File: src/rtl/can_sif_pkg.sv
package can_sif_pkg;
  localparam int STW  = 2;
  localparam int NDIR = 2;
  localparam int CFGW = 8;
  localparam int DIR_RX = 0;
  localparam int DIR_TX = 1;

  typedef logic [STW-1:0] fc_state_t;
  localparam fc_state_t ST_OK   = 2'b00;
  localparam fc_state_t ST_WARN = 2'b01;
  localparam fc_state_t ST_ERR  = 2'b10;
  localparam fc_state_t ST_BOFF = 2'b11;

  localparam int B_WAKE  = 7;
  localparam int B_STAT  = 6;
  localparam int B_RXS_H = 5;
  localparam int B_RXS_L = 4;
  localparam int B_TXS_H = 3;
  localparam int B_TXS_L = 2;
  localparam int B_OVR   = 1;
  localparam int B_RXF   = 0;
endpackage

File: src/rtl/can_sif_cfg_reg.sv
module can_sif_cfg_reg
  import can_sif_pkg::*;
(
  input  logic            clk,
  input  logic            rst_n,
  input  logic            we_i,
  input  logic [CFGW-1:0] wdata_i,
  output logic [CFGW-1:0] q_o
);
  always_ff @(posedge clk or negedge rst_n) begin
    if (!rst_n)    q_o <= '0;
    else if (we_i) q_o <= wdata_i;
  end
endmodule

File: src/rtl/can_sif_dir_filter.sv
module can_sif_dir_filter
  import can_sif_pkg::*;
(
  input  logic      clk,
  input  logic      rst_n,
  input  fc_state_t cur_i,
  input  logic [1:0] sens_i,
  output fc_state_t prev_o,
  output logic      hit_o
);
  logic moved, touches_boff, touches_err;

  always_ff @(posedge clk or negedge rst_n) begin
    if (!rst_n) prev_o <= ST_OK;
    else        prev_o <= cur_i;
  end

  // error and bus-off both have the upper state bit set
  always_comb begin
    moved        = (cur_i != prev_o);
    touches_boff = (cur_i == ST_BOFF) || (prev_o == ST_BOFF);
    touches_err  = cur_i[STW-1] || prev_o[STW-1];
    unique case (sens_i)
      2'b00:   hit_o = 1'b0;
      2'b01:   hit_o = moved && touches_boff;
      2'b10:   hit_o = moved && touches_err;
      default: hit_o = moved;
    endcase
  end
endmodule

File: src/rtl/can_sif_flag.sv
module can_sif_flag
  import can_sif_pkg::*;
(
  input  logic                 clk,
  input  logic                 rst_n,
  input  logic [NDIR-1:0]      hit_i,
  input  logic                 clr_i,
  input  fc_state_t            rx_cur_i,
  input  fc_state_t            tx_cur_i,
  output logic                 flag_o,
  output fc_state_t            rx_rpt_o,
  output fc_state_t            tx_rpt_o
);
  logic flag_d;
  assign flag_d = (|hit_i) || (flag_o && !clr_i);

  always_ff @(posedge clk or negedge rst_n) begin
    if (!rst_n) begin
      flag_o   <= 1'b0;
      rx_rpt_o <= ST_OK;
      tx_rpt_o <= ST_OK;
    end else begin
      flag_o <= flag_d;
      if (!flag_o) begin
        rx_rpt_o <= rx_cur_i;
        tx_rpt_o <= tx_cur_i;
      end
    end
  end
endmodule

File: src/rtl/can_stat_irq_filter.sv
module can_stat_irq_filter
  import can_sif_pkg::*;
(
  input  logic       clk,
  input  logic       rst_n,
  input  logic [1:0] rx_state_i,
  input  logic [1:0] tx_state_i,
  input  logic       cfg_we_i,
  input  logic [7:0] cfg_wdata_i,
  output logic [7:0] cfg_rdata_o,
  input  logic       flag_clr_i,
  input  logic       wake_evt_i,
  input  logic       ovr_evt_i,
  input  logic       rxf_evt_i,
  output logic       stat_flag_o,
  output logic       stat_irq_o,
  output logic       wake_irq_o,
  output logic       ovr_irq_o,
  output logic       rxf_irq_o,
  output logic [1:0] rx_state_o,
  output logic [1:0] tx_state_o
);
  logic [CFGW-1:0]           cfg_q;
  logic [NDIR-1:0][STW-1:0]  cur, prev;
  logic [NDIR-1:0][1:0]      sens;
  logic [NDIR-1:0]           hit;

  can_sif_cfg_reg u_cfg (
    .clk(clk), .rst_n(rst_n), .we_i(cfg_we_i), .wdata_i(cfg_wdata_i), .q_o(cfg_q)
  );

  assign sens[DIR_RX] = cfg_q[B_RXS_H:B_RXS_L];
  assign sens[DIR_TX] = cfg_q[B_TXS_H:B_TXS_L];

  // receiver is coded bus-off while the transmitter is; recovery forces OK
  assign cur[DIR_TX] = tx_state_i;
  assign cur[DIR_RX] = (tx_state_i == ST_BOFF) ? ST_BOFF :
                       (prev[DIR_TX] == ST_BOFF) ? ST_OK : rx_state_i;

  for (genvar d = 0; d < NDIR; d++) begin : g_dir
    can_sif_dir_filter u_filt (
      .clk(clk), .rst_n(rst_n), .cur_i(cur[d]), .sens_i(sens[d]),
      .prev_o(prev[d]), .hit_o(hit[d])
    );
  end

  can_sif_flag u_flag (
    .clk(clk), .rst_n(rst_n), .hit_i(hit), .clr_i(flag_clr_i),
    .rx_cur_i(cur[DIR_RX]), .tx_cur_i(cur[DIR_TX]),
    .flag_o(stat_flag_o), .rx_rpt_o(rx_state_o), .tx_rpt_o(tx_state_o)
  );

  assign cfg_rdata_o = cfg_q;
  assign stat_irq_o  = stat_flag_o & cfg_q[B_STAT];
  assign wake_irq_o  = wake_evt_i  & cfg_q[B_WAKE];
  assign ovr_irq_o   = ovr_evt_i   & cfg_q[B_OVR];
  assign rxf_irq_o   = rxf_evt_i   & cfg_q[B_RXF];
endmodule

File: config.mk
export PLATFORM = sky130hd
export DESIGN_NAME = can_stat_irq_filter
export DESIGN_NICKNAME = d
export VERILOG_FILES = /design/src/rtl/can_sif_pkg.sv /design/src/rtl/can_sif_cfg_reg.sv /design/src/rtl/can_sif_dir_filter.sv /design/src/rtl/can_sif_flag.sv /design/src/rtl/can_stat_irq_filter.sv
export SDC_FILE = /design/constraint.sdc
export NUM_CORES = 1
export LEC_CHECK = 0
export ABC_CLOCK_PERIOD_IN_PS = 2100
export CORE_ASPECT_RATIO = 0.8
export CORE_MARGIN = 4
export CORE_UTILIZATION = 30
export CTS_CLUSTER_DIAMETER = 50
export CTS_CLUSTER_SIZE = 14
export DETAILED_ROUTE_END_ITERATION = 6
export PLACE_DENSITY_LB_ADDON = 0.2
export SYNTH_ARGS = -nofsm -noshare
export SYNTH_HDL_FRONTEND = slang
export SYNTH_HIERARCHICAL = 1
export SYNTH_SLANG_ARGS = --single-unit
File: constraint.sdc
create_clock -name clk -period 2.1 [get_ports clk]
set_clock_uncertainty 0.2 [all_clocks]
set_input_delay 0.63 -clock clk [delete_from_list [all_inputs] [get_ports clk]]
set_output_delay 0.63 -clock clk [all_outputs]
set_load 0.02 [all_outputs]
==> results.ini, run 1 <==
[status]
status = finished, final reports clean

[global_route]
grt_use_total = 0.117
first_global_vias = 756
grt_max_degree = 18
antenna_found_initial = 0
overflow = 0
grt_pass1_wl_um = 3400

[power]
p_total_mw = 1.03
leakage_nw = 0.688
p_per_area_nw_per_um2 = 766
peakVddDrop_mv = 0.351

[setup_path]
crit_path_cell_trace = and2_1 > dlygate4sd2_1
crit_start = u_flag/flag_o
required_ns = 1.27
crit_type = flop to output port
critPathCapture = stat_irq_o
slowest_stage = dfrtp_1
startpoint_type = flop
arrival_ns = 1.19
ff2ff_path_depth = 9
timing.rr.start = g_dir[1].u_filt/prev_o[0]
crit_fanout = 3
ff2ff_setup_slack_ns = 0.31
r2r_end = u_flag/flag_o
critical-path-max-stage-delay_ns = 0.42
endpoint_kind = output port

[synthesis]
ys_warn_count = 6
synth.area.top_cells = dfrtp_1 49%, mux2_4 14%, ha_1 8.7%, mux2_2 5.2%, inv_1 3.1%
synth_top_cells_by_count = 17 x dfrtp_1, 8 x mux2_4, 7 x inv_1
synth_edf_count = 0
syn_avg_cell_area_sq_um = 12.7
synth.most_common_cell = dfrtp_1
seq_area_frac_synth = 0.494
synth_top_area_frac = 0.494
ys_types = 16
synth_fp_nets = 93
synth.ff_latch_count = 17
yosys_most_used_dff = dfrtp_1
synthCells = 68
ys_async_sr_fraction = 1.00
yosys.area.top_type = dfrtp_1
syn_area_sq_um = 861

[timing]
fin_crit_sh = 0.961
layout_setup_ws_ns = 0.0817
worst_pin_slew_ns = 0.220
rsz0062_at_grt = false
fmaxAchievable_mhz = 495
finalHoldViolCount = 0
max_slew_margin = 0.852
setup_viol = 0
min_period_ns = 2.02
slew_viol_final = 0

[detailed_routing]
drtIter0Drc = 18
wl_um = 1930
vias = 666
drt_first_pass_iters = 4
avgRoutedWirePerCell_um = 12.9
antenna_left = 0
drc = 0
drt-vias-per-instance = 4.44

[placement]
gp_congestion = 0.688
dp_slack_ns = -0.541
hpwl_um = 1490
port_buffers = 35

[final_layout]
layout.nets = 138
drive_gt1_frac = 0.304
antenna_cells = 0
area_growth_pct = 56.2
fill_cells = 254

[clocking]
cts_tree = done
ctsLongestPathBuffers = 2
clk_latency_ns = 0.28
htreeDepth = 1
clockRootBuffer = clkbuf_4
path_clk_slew_ns = 0.10
cts_num_sinks = 17
ctsHoldBuffers = 0
numCtsBuffers = 3

[die]
die_area_sq_um = 3800
initial_utilization = 0.314
fp.dieW_um = 67.9
io_pins = 36
die_h_um = 55.9
coreArea_sq_um = 2740
fp-row-count = 17

[flow_run]
drv_cap = 0

[worst_hold_path]
hp-class = flop to flop

==> power breakdown <==
group | switching (mW) | leakage, nW | internal (mW) | total [mW]
combinational | 0.198 | 0.476 | 0.229 | 0.427
sequential | 0.0382 | 0.197 | 0.391 | 0.429
clock | 0.101 | 0.0150 | 0.0736 | 0.174
==> how the worst min path moves through the flow <==
stage	slack, ns	cells after the start	startpoint	end
detailed placement	0.29	1	u_flag/tx_rpt_o[1]	u_flag/tx_rpt_o[1]
finish	0.31	1	u_flag/rx_rpt_o[1]	u_flag/rx_rpt_o[1]
floorplan	0.13	0	rst_n	g_dir[0].u_filt/prev_o[0]
global route	0.34	1	u_flag/rx_rpt_o[0]	u_flag/rx_rpt_o[0]
global placement	0.29	1	u_flag/rx_rpt_o[1]	u_flag/rx_rpt_o[1]
CTS	0.32	1	u_flag/rx_rpt_o[0]	u_flag/rx_rpt_o[0]
==> what timing repair did <==
item                                   CTS  global route
setup endpoints to repair               14             5
resized for setup                       37             8
endpoints found under the hold margin    0             0
pin swaps                                5             4
buffers inserted                         0             0
==> stage by stage <==
stage	setup TNS, ns	cell area [sq um]	utilization	hold WS, ns	instances
after floorplan	0	861	-	0.134	68
after global placement	-1.92	1310	0.476	0.291	146
after detailed placement	-1.98	1310	0.476	0.294	146
after CTS	0	1320	0.482	0.322	150
after global routing	0	1350	0.490	0.335	150
final	0	1350	0.490	0.312	150
==> logic make-up (layout without fill, tap and decap cells) <==
family                   count (synthesis)  count (layout)  synth area share
AO/OA/AOI/OAI                            9               9            0.0785
adder cells (fa/ha/maj)                  6               6            0.0872
flip-flops                              17              17             0.494
multiplexers                            12              12             0.192
buffers and inverters                    8              52            0.0436
AND/OR/NAND/NOR                         16              16             0.105
==> area by class of cell <==
type                            instances  area, sq um  share of cell area
Multi-Input combinational cell         43          414               0.308
Clock buffer                            4         26.3              0.0195
Sequential cell                        17          425               0.316
Timing Repair Buffer                   41          405               0.301
Tap cell                               38         47.5              0.0353
Inverter                                7         26.3              0.0195
==> worst max-delay path: cells and delay by family (launching register included) <==
kind,cells,cell delay (ns)
buffers and inverters,1,0.31
flip-flops,1,0.42
AND/OR/NAND/NOR,1,0.17
==> flip-flops by register name, summed over array words and instances (netlist names) <==
register and flops:
u_cfg/q_o 8, g_dir.u_filt/prev_o 4, u_flag/rx_rpt_o 2, u_flag/tx_rpt_o 2
u_flag/flag_o 1
==> cell usage in the layout, fill, tap and decap left out <==
master	Yosys	routed
a211o_1	2	2
a21oi_1	2	1
a21oi_2	2	3
a22o_1	2	2
and2_1	4	1
and2_4	0	3
buf_12	0	1
buf_4	0	5
buf_6	1	3
clkbuf_1	0	1
clkbuf_4	0	3
clkdlybuf4s50_1	0	12
dfrtp_1	17	17
dlygate4sd2_1	0	15
dlymetal6s2s_1	0	5
ha_1	6	5
ha_2	0	1
inv_1	7	7
mux2_2	4	4
mux2_4	8	8
nand2_1	3	3
nor2_1	5	4
nor2_2	0	1
nor3_1	2	2
nor4_2	2	2
o21ai_1	0	1
==> per-layer routing <==
| metal | global-route usage | wire (um) | vias up |
|---|---|---|---|
| met5 | 0 | 0 | - |
| met4 | 0.0255 | 12 | 0 |
| met3 | 0.0384 | 115 | 2 |
| met2 | 0.184 | 974 | 17 |
| met1 | 0.154 | 826 | 323 |
| li1 | - | - | 324 |
Power figures use the tool's default switching activity.
==> run 2, diff against run 1 <==
- CORE_ASPECT_RATIO: 0.8 -> 1.1
- HOLD_SLACK_MARGIN: default -> 0.02
==> run 2 against run 1 <==
Power shrank 1.0%. Sequential share of layout area grew 0.15 points. Largest cell class unchanged. Hold slack gained 0.0042 ns. Maximum frequency shrank 2.1%. Die area shrank 0.11%. Sequential power is essentially flat. Non-clock buffer count grew 2. Wire length shrank 5.0%. Setup slack lost 0.044 ns. Final cell count shrank 2.0%. Via count shrank 0.75%.
==> results.ini, run 2 (synthesis results as in run 1) <==
[status]
status = finished, final reports clean

[clocking]
cts_tree = done
clockRootBuffer = clkbuf_4
cts_setup_buffers = 0  ; unchanged
htreeDepth = 1  ; unchanged
path_clk_slew_ns = 0.09  ; about the same
ctsLongestPathBuffers = 2  ; unchanged
numCtsBuffers = 3  ; unchanged
ctsHoldBuffers = 0  ; unchanged
cts_num_sinks = 17  ; unchanged
clk_latency_ns = 0.28  ; about the same

[setup_path]
arrival_ns = 2.07  ; +0.88 ns
required_ns = 2.11  ; +0.84 ns
ff2ff_path_depth = 9  ; unchanged
startpoint_type = input pin
crit_type = input pin to flop
crit_path_cell_trace = clkdlybuf4s50_1 > a22o_1 > inv_1 > ha_1 > a21oi_1 > nor2_1 > nor4_2 > nor2_1 > o21ai_1
timing.rr.start = g_dir[1].u_filt/prev_o[0]
critical-path-max-stage-delay_ns = 0.46  ; +0.04 ns
endpoint_kind = flop
ff2ff_setup_slack_ns = 0.32  ; about the same
slowest_stage = clkdlybuf4s50_1
crit_fanout = 2  ; -1
crit_top_cell = nor2_1
r2r_end = u_flag/flag_o

[placement]
dp_slack_ns = -0.536  ; +0.00505 ns
place_area_sq_um = 1300  ; -0.29%
port_buffers = 35  ; unchanged
dp_cells = 143  ; -2.1%
hpwl_um = 1520  ; +1.7%
gp_congestion = 0.703  ; +2.2%

[die]
fp.dieW_um = 59.1  ; -13%
die_area_sq_um = 3790  ; -0.11%
io_pins = 36  ; unchanged
die_h_um = 64.2  ; +15%
fp-row-count = 20  ; +3
initial_utilization = 0.313  ; -0.000998
coreArea_sq_um = 2750  ; +0.32%

[flow_run]
drv_cap = 0  ; unchanged

[timing]
min_period_ns = 2.06  ; +0.0442 ns
fmaxAchievable_mhz = 485  ; -2.1%
finalHoldViolCount = 0  ; unchanged
setup_viol = 0  ; unchanged
rsz0062_at_grt = true
fin_crit_sh = 0.982  ; +0.0210
worst_pin_slew_ns = 0.234  ; +0.0136 ns
max_slew_margin = 0.844  ; -0.00822
slew_viol_final = 0  ; unchanged
layout_setup_ws_ns = 0.0376  ; -0.0442 ns

[final_layout]
layout.nets = 140  ; +1.4%
area_growth_pct = 55.5
regMostFlops = u_cfg/q_o
layout_common_cells = 17 x dfrtp_1, 14 x dlygate4sd2_1, 13 x clkdlybuf4s50_1
antenna_cells = 0  ; unchanged
top_regs = u_cfg/q_o: 8 flops, g_dir.u_filt/prev_o: 4 flops
largest_reg_flops = 8  ; unchanged
final_cells = 147  ; -2.0%
final_util = 0.486  ; -0.00383
final_common_cell = dfrtp_1
drive_gt1_frac = 0.298  ; -0.00533
fill_cells = 274  ; +7.9%
post-route-cell-area_sq_um = 1340  ; -0.47%

[global_route]
grt_use_total = 0.104  ; -0.0131
grt_max_degree = 18  ; unchanged
overflow = 0  ; unchanged
antenna_found_initial = 0  ; unchanged
first_global_vias = 692  ; -8.5%
grt_pass1_wl_um = 3040  ; -11%

[worst_hold_path]
hold_end = u_flag/tx_rpt_o[0]
holdPathStages = 1  ; unchanged
hp-class = flop to flop
min_from = u_flag/tx_rpt_o[0]

[detailed_routing]
drtIter0Drc = 1  ; -17
antenna_left = 0  ; unchanged
drt-vias-per-instance = 4.50  ; +1.3%
drc = 0  ; unchanged
drt_first_pass_iters = 3  ; -1
vias = 661  ; -0.75%
avgRoutedWirePerCell_um = 12.5  ; -3.0%
wl_um = 1830  ; -5.0%

[power]
p_total_mw = 1.02  ; -1.0%
p_per_area_nw_per_um2 = 762  ; -0.56%
peakVddDrop_mv = 0.518  ; +48%
leakage_nw = 0.694  ; +0.87%

==> run 2: worst max-delay path by stage <==
stage,startpoint,end,cells after the start,slack [ns]
after floorplan,tx_state_i[0],u_flag/flag_o,8,0.25
after global placement,rxf_evt_i,rxf_irq_o,3,-0.52
after detailed placement,wake_evt_i,wake_irq_o,3,-0.54
after CTS,u_flag/rx_rpt_o[1],rx_state_o[1],1,0.002
after global routing,rx_state_i[1],u_flag/flag_o,9,-0.03
final,rx_state_i[1],u_flag/flag_o,9,0.04
==> run 2: layout make-up <==
cell class                      count  area [sq um]  area share
Tap cell                           33          41.3      0.0308
Multi-Input combinational cell     43           410       0.307
Timing Repair Buffer               43           409       0.306
Sequential cell                    17           425       0.318
Inverter                            7          26.3      0.0196
Clock buffer                        4          26.3      0.0196
==> run 2: worst max-delay path, delay by kind of cell <==
family	cells	cell delay (ns)
adders and majority gates	1	0.19
AOI/OAI and AO/OA	3	0.35
buffers and inverters	2	0.51
and+or+nand+nor	3	0.40
==> run 2: what timing repair did <==
item | in CTS | in global routing
resized for setup | 36 | 6
setup endpoints to repair | 14 | 5
pin swaps | 5 | 4
==> run 2: routing by layer <==
metal  up-vias  global-route usage  part of all wire
li1        328                   -                 -
met1       314               0.130              0.41
met2        17               0.170              0.51
met3         2              0.0263             0.068
met4         0              0.0340            0.0044
met5         -                   0                 0
==> run 2: per-stage QoR <==
stage	hold WS [ns]	setup TNS [ns]
2_1_floorplan	0.134	0
3_3_place_gp	0.293	-2.03
3_5_place_dp	0.302	-2.05
4_1_cts	0.330	0
5_1_grt	0.337	-0.0257
6_report	0.316	0
==> run 2: power breakdown <==
group | total, mW | switching [mW] | internal, mW
clock | 0.165 | 0.0910 | 0.0736
sequential | 0.431 | 0.0399 | 0.391
combinational | 0.424 | 0.196 | 0.228
==> run 3, diff against run 2 <==
- ABC_CLOCK_PERIOD_IN_PS: 2100 -> 1700
- clock period: 2.1 -> 1.7 ns (I/O delays scaled with it)
==> run 3 against run 2 <==
Utilization rose by 2.9 points. Die area unchanged. Largest power group is now combinational cells. Via count increased by 6.4%. Critical path type is now flop to output port. Critical endpoint is now stat_irq_o. Global-route usage increased by 1.8 points. Design area grew 5.9%. Register-to-register slack lost 0.27 ns. Non-clock buffer count increased by 10.
==> results.ini, run 3 (synthesis results as in run 1) <==
[timing]
fmaxAchievable_mhz = 592
worst_pin_slew_ns = 0.218  ; -0.0158 ns
setup_tns_ns = 0  ; unchanged
slew_viol_final = 0  ; unchanged
fin_crit_sh = 0.993
rsz0062_at_grt = true
max_slew_margin = 0.855  ; +0.0108
setup_viol = 0  ; unchanged
min_period_ns = 1.69
finalHoldViolCount = 0  ; unchanged

[detailed_routing]
avgRoutedWirePerCell_um = 12.7  ; +1.8%
drtIter0Drc = 13  ; +12
antenna_left = 0  ; unchanged
drt_first_pass_iters = 4  ; +1
drt-vias-per-instance = 4.48  ; -0.42%
drc = 0  ; unchanged
vias = 703  ; +6.4%
wl_um = 1990  ; +8.7%

[final_layout]
area_growth_pct = 64.7
antenna_cells = 0  ; unchanged
layout.nets = 150  ; +7.1%
top_regs = u_cfg/q_o: 8 flops, g_dir.u_filt/prev_o: 4 flops
drive_gt1_frac = 0.548  ; +0.250
largest_reg_flops = 8  ; unchanged
layout_common_cells = 18 x buf_4, 17 x dfrtp_1, 12 x clkdlybuf4s50_1
regMostFlops = u_cfg/q_o
post-route-cell-area_sq_um = 1420  ; +5.9%
final_common_cell = buf_4
final_util = 0.515  ; +0.0286

[clocking]
htreeDepth = 1  ; unchanged
cts_num_sinks = 17  ; unchanged
clockRootBuffer = clkbuf_4
ctsHoldBuffers = 0  ; unchanged
clk_latency_ns = 0.28  ; about the same
numCtsBuffers = 3  ; unchanged
ctsLongestPathBuffers = 2  ; unchanged
path_clk_slew_ns = 0.10  ; about the same
cts_tree = done

[global_route]
gr-usage-met1 = 0.162  ; +0.0320
use_met2 = 0.191  ; +0.0207
overflow = 0  ; unchanged
grt_max_degree = 18  ; unchanged
first_global_vias = 809  ; +17%
antenna_found_initial = 0  ; unchanged
busiest_layer = met2
grt_use_total = 0.121  ; +0.0175
grt_pass1_wl_um = 3540  ; +17%
grt_util_met3 = 0.00606  ; -0.0202

[die]
die_area_sq_um = 3790  ; unchanged
initial_utilization = 0.313  ; unchanged
io_pins = 36  ; unchanged
coreArea_sq_um = 2750  ; unchanged
fp-row-count = 20  ; unchanged
fp.dieW_um = 59.1  ; unchanged
die_h_um = 64.2  ; unchanged

[flow_run]
drv_cap = 0  ; unchanged

[power]
combPwrFrac = 0.427  ; +0.011
internal_power_mw = 0.861  ; +24%
p_sw_frac = 0.338  ; +0.0173
clockPowerShare = 0.164  ; +0.003
peakVddDrop_mv = 0.535  ; +3.3%
p_sw_mw = 0.439  ; +34%
pwr-share-seq = 0.409  ; -0.014
p_per_area_nw_per_um2 = 917  ; +20%
leakage_nw = 0.696  ; +0.35%
p_total_mw = 1.30  ; +27%

[setup_path]
slowest_stage = dfrtp_1
r2r_end = u_flag/flag_o
timing.rr.start = g_dir[1].u_filt/prev_o[0]
arrival_ns = 0.98  ; -1.09 ns
crit_type = flop to output port
ff2ff_path_depth = 8  ; -1
crit_fanout = 3  ; +1
crit_path_cell_trace = and2_4 > buf_6
startpoint_type = flop
critical-path-max-stage-delay_ns = 0.42  ; -0.04 ns
required_ns = 0.99  ; -1.12 ns
endpoint_kind = output port
ff2ff_setup_slack_ns = 0.05  ; -0.27 ns

[placement]
place_area_sq_um = 1360  ; +4.5%
port_buffers = 35  ; unchanged
gp_congestion = 0.689  ; -2.1%
hpwl_um = 1550  ; +2.4%

[status]
status = finished, final reports clean

[worst_hold_path]
min_from = u_flag/rx_rpt_o[1]
holdPathStages = 1  ; unchanged
hp-class = flop to flop
hold_end = u_flag/rx_rpt_o[1]

## run 3: changes by cell type in the layout (fill, tap and decap cells not counted), sizes merged
cell / before / now
dlymetal6s2s: 5 / 0
clkdlybuf4s50: 13 / 12
dlygate4sd2: 14 / 2
buf: 11 / 27
clkinv: 0 / 1
clkbuf: 4 / 9
clkdlybuf4s15: 0 / 6
## run 3: critical path, delay by kind of cell, from the launching register on
family	cells	cell delay [ns]
flip-flops	1	0.42
AND/OR/NAND/NOR	1	0.15
buffers and inverters	1	0.12
## run 3: per-stage QoR
stage               hold slack, ns  cells  worst slack [ns]
detailed placement           0.300    149            -0.714
finish                       0.320    157            0.0115
global route                 0.353    157           -0.0551
global placement             0.293    149            -0.675
floorplan                   0.0144     68            0.0166
CTS                          0.326    154          -0.00385
## run 3: power groups by stage
stage               logic, mW  clock network [mW]  registers [mW]
global placement        0.579                   0           0.537
finish                  0.555               0.214           0.532
global route            0.608               0.240           0.544
floorplan               0.186                   0           0.635
detailed placement      0.584                   0           0.540
CTS                     0.583               0.224           0.534
## run 3: worst max-delay path by stage
stage                                          from       endpoint  slack [ns]
after floorplan                       tx_state_i[0]  u_flag/flag_o        0.02
after global placement                   wake_evt_i     wake_irq_o       -0.67
after detailed placement                  ovr_evt_i      ovr_irq_o       -0.71
after CTS                              u_cfg/q_o[6]     stat_irq_o      -0.004
after global routing      g_dir[1].u_filt/prev_o[0]  u_flag/flag_o       -0.06
final                                 u_flag/flag_o     stat_irq_o        0.01
## run 3: repair_timing
action                     4_1_cts  5_1_grt
setup buffers                    1        3
gates resized for setup         72       18
setup endpoints to repair       19       16
pin swaps                        7        6
gates cloned                     0        0
## run 3: final cells by class
| type | instances | area (sq um) |
|---|---|---|
| well taps | 33 | 41.3 |
| fillers | 266 | 1340 |
| clock buffers | 3 | 22.5 |
| flip-flops and latches | 17 | 425 |
| inverters | 7 | 26.3 |
| repair buffers | 53 | 435 |
| multi-input cells | 43 | 462 |
| clock inverters | 1 | 5.00 |
## run 3: per-layer routing
| metal | up-vias | share of wire |
|---|---|---|
| li1 | 348 | - |
| met1 | 339 | 0.46 |
| met2 | 14 | 0.50 |
| met3 | 2 | 0.023 |
| met4 | 0 | 0.016 |
| met5 | - | 0 |
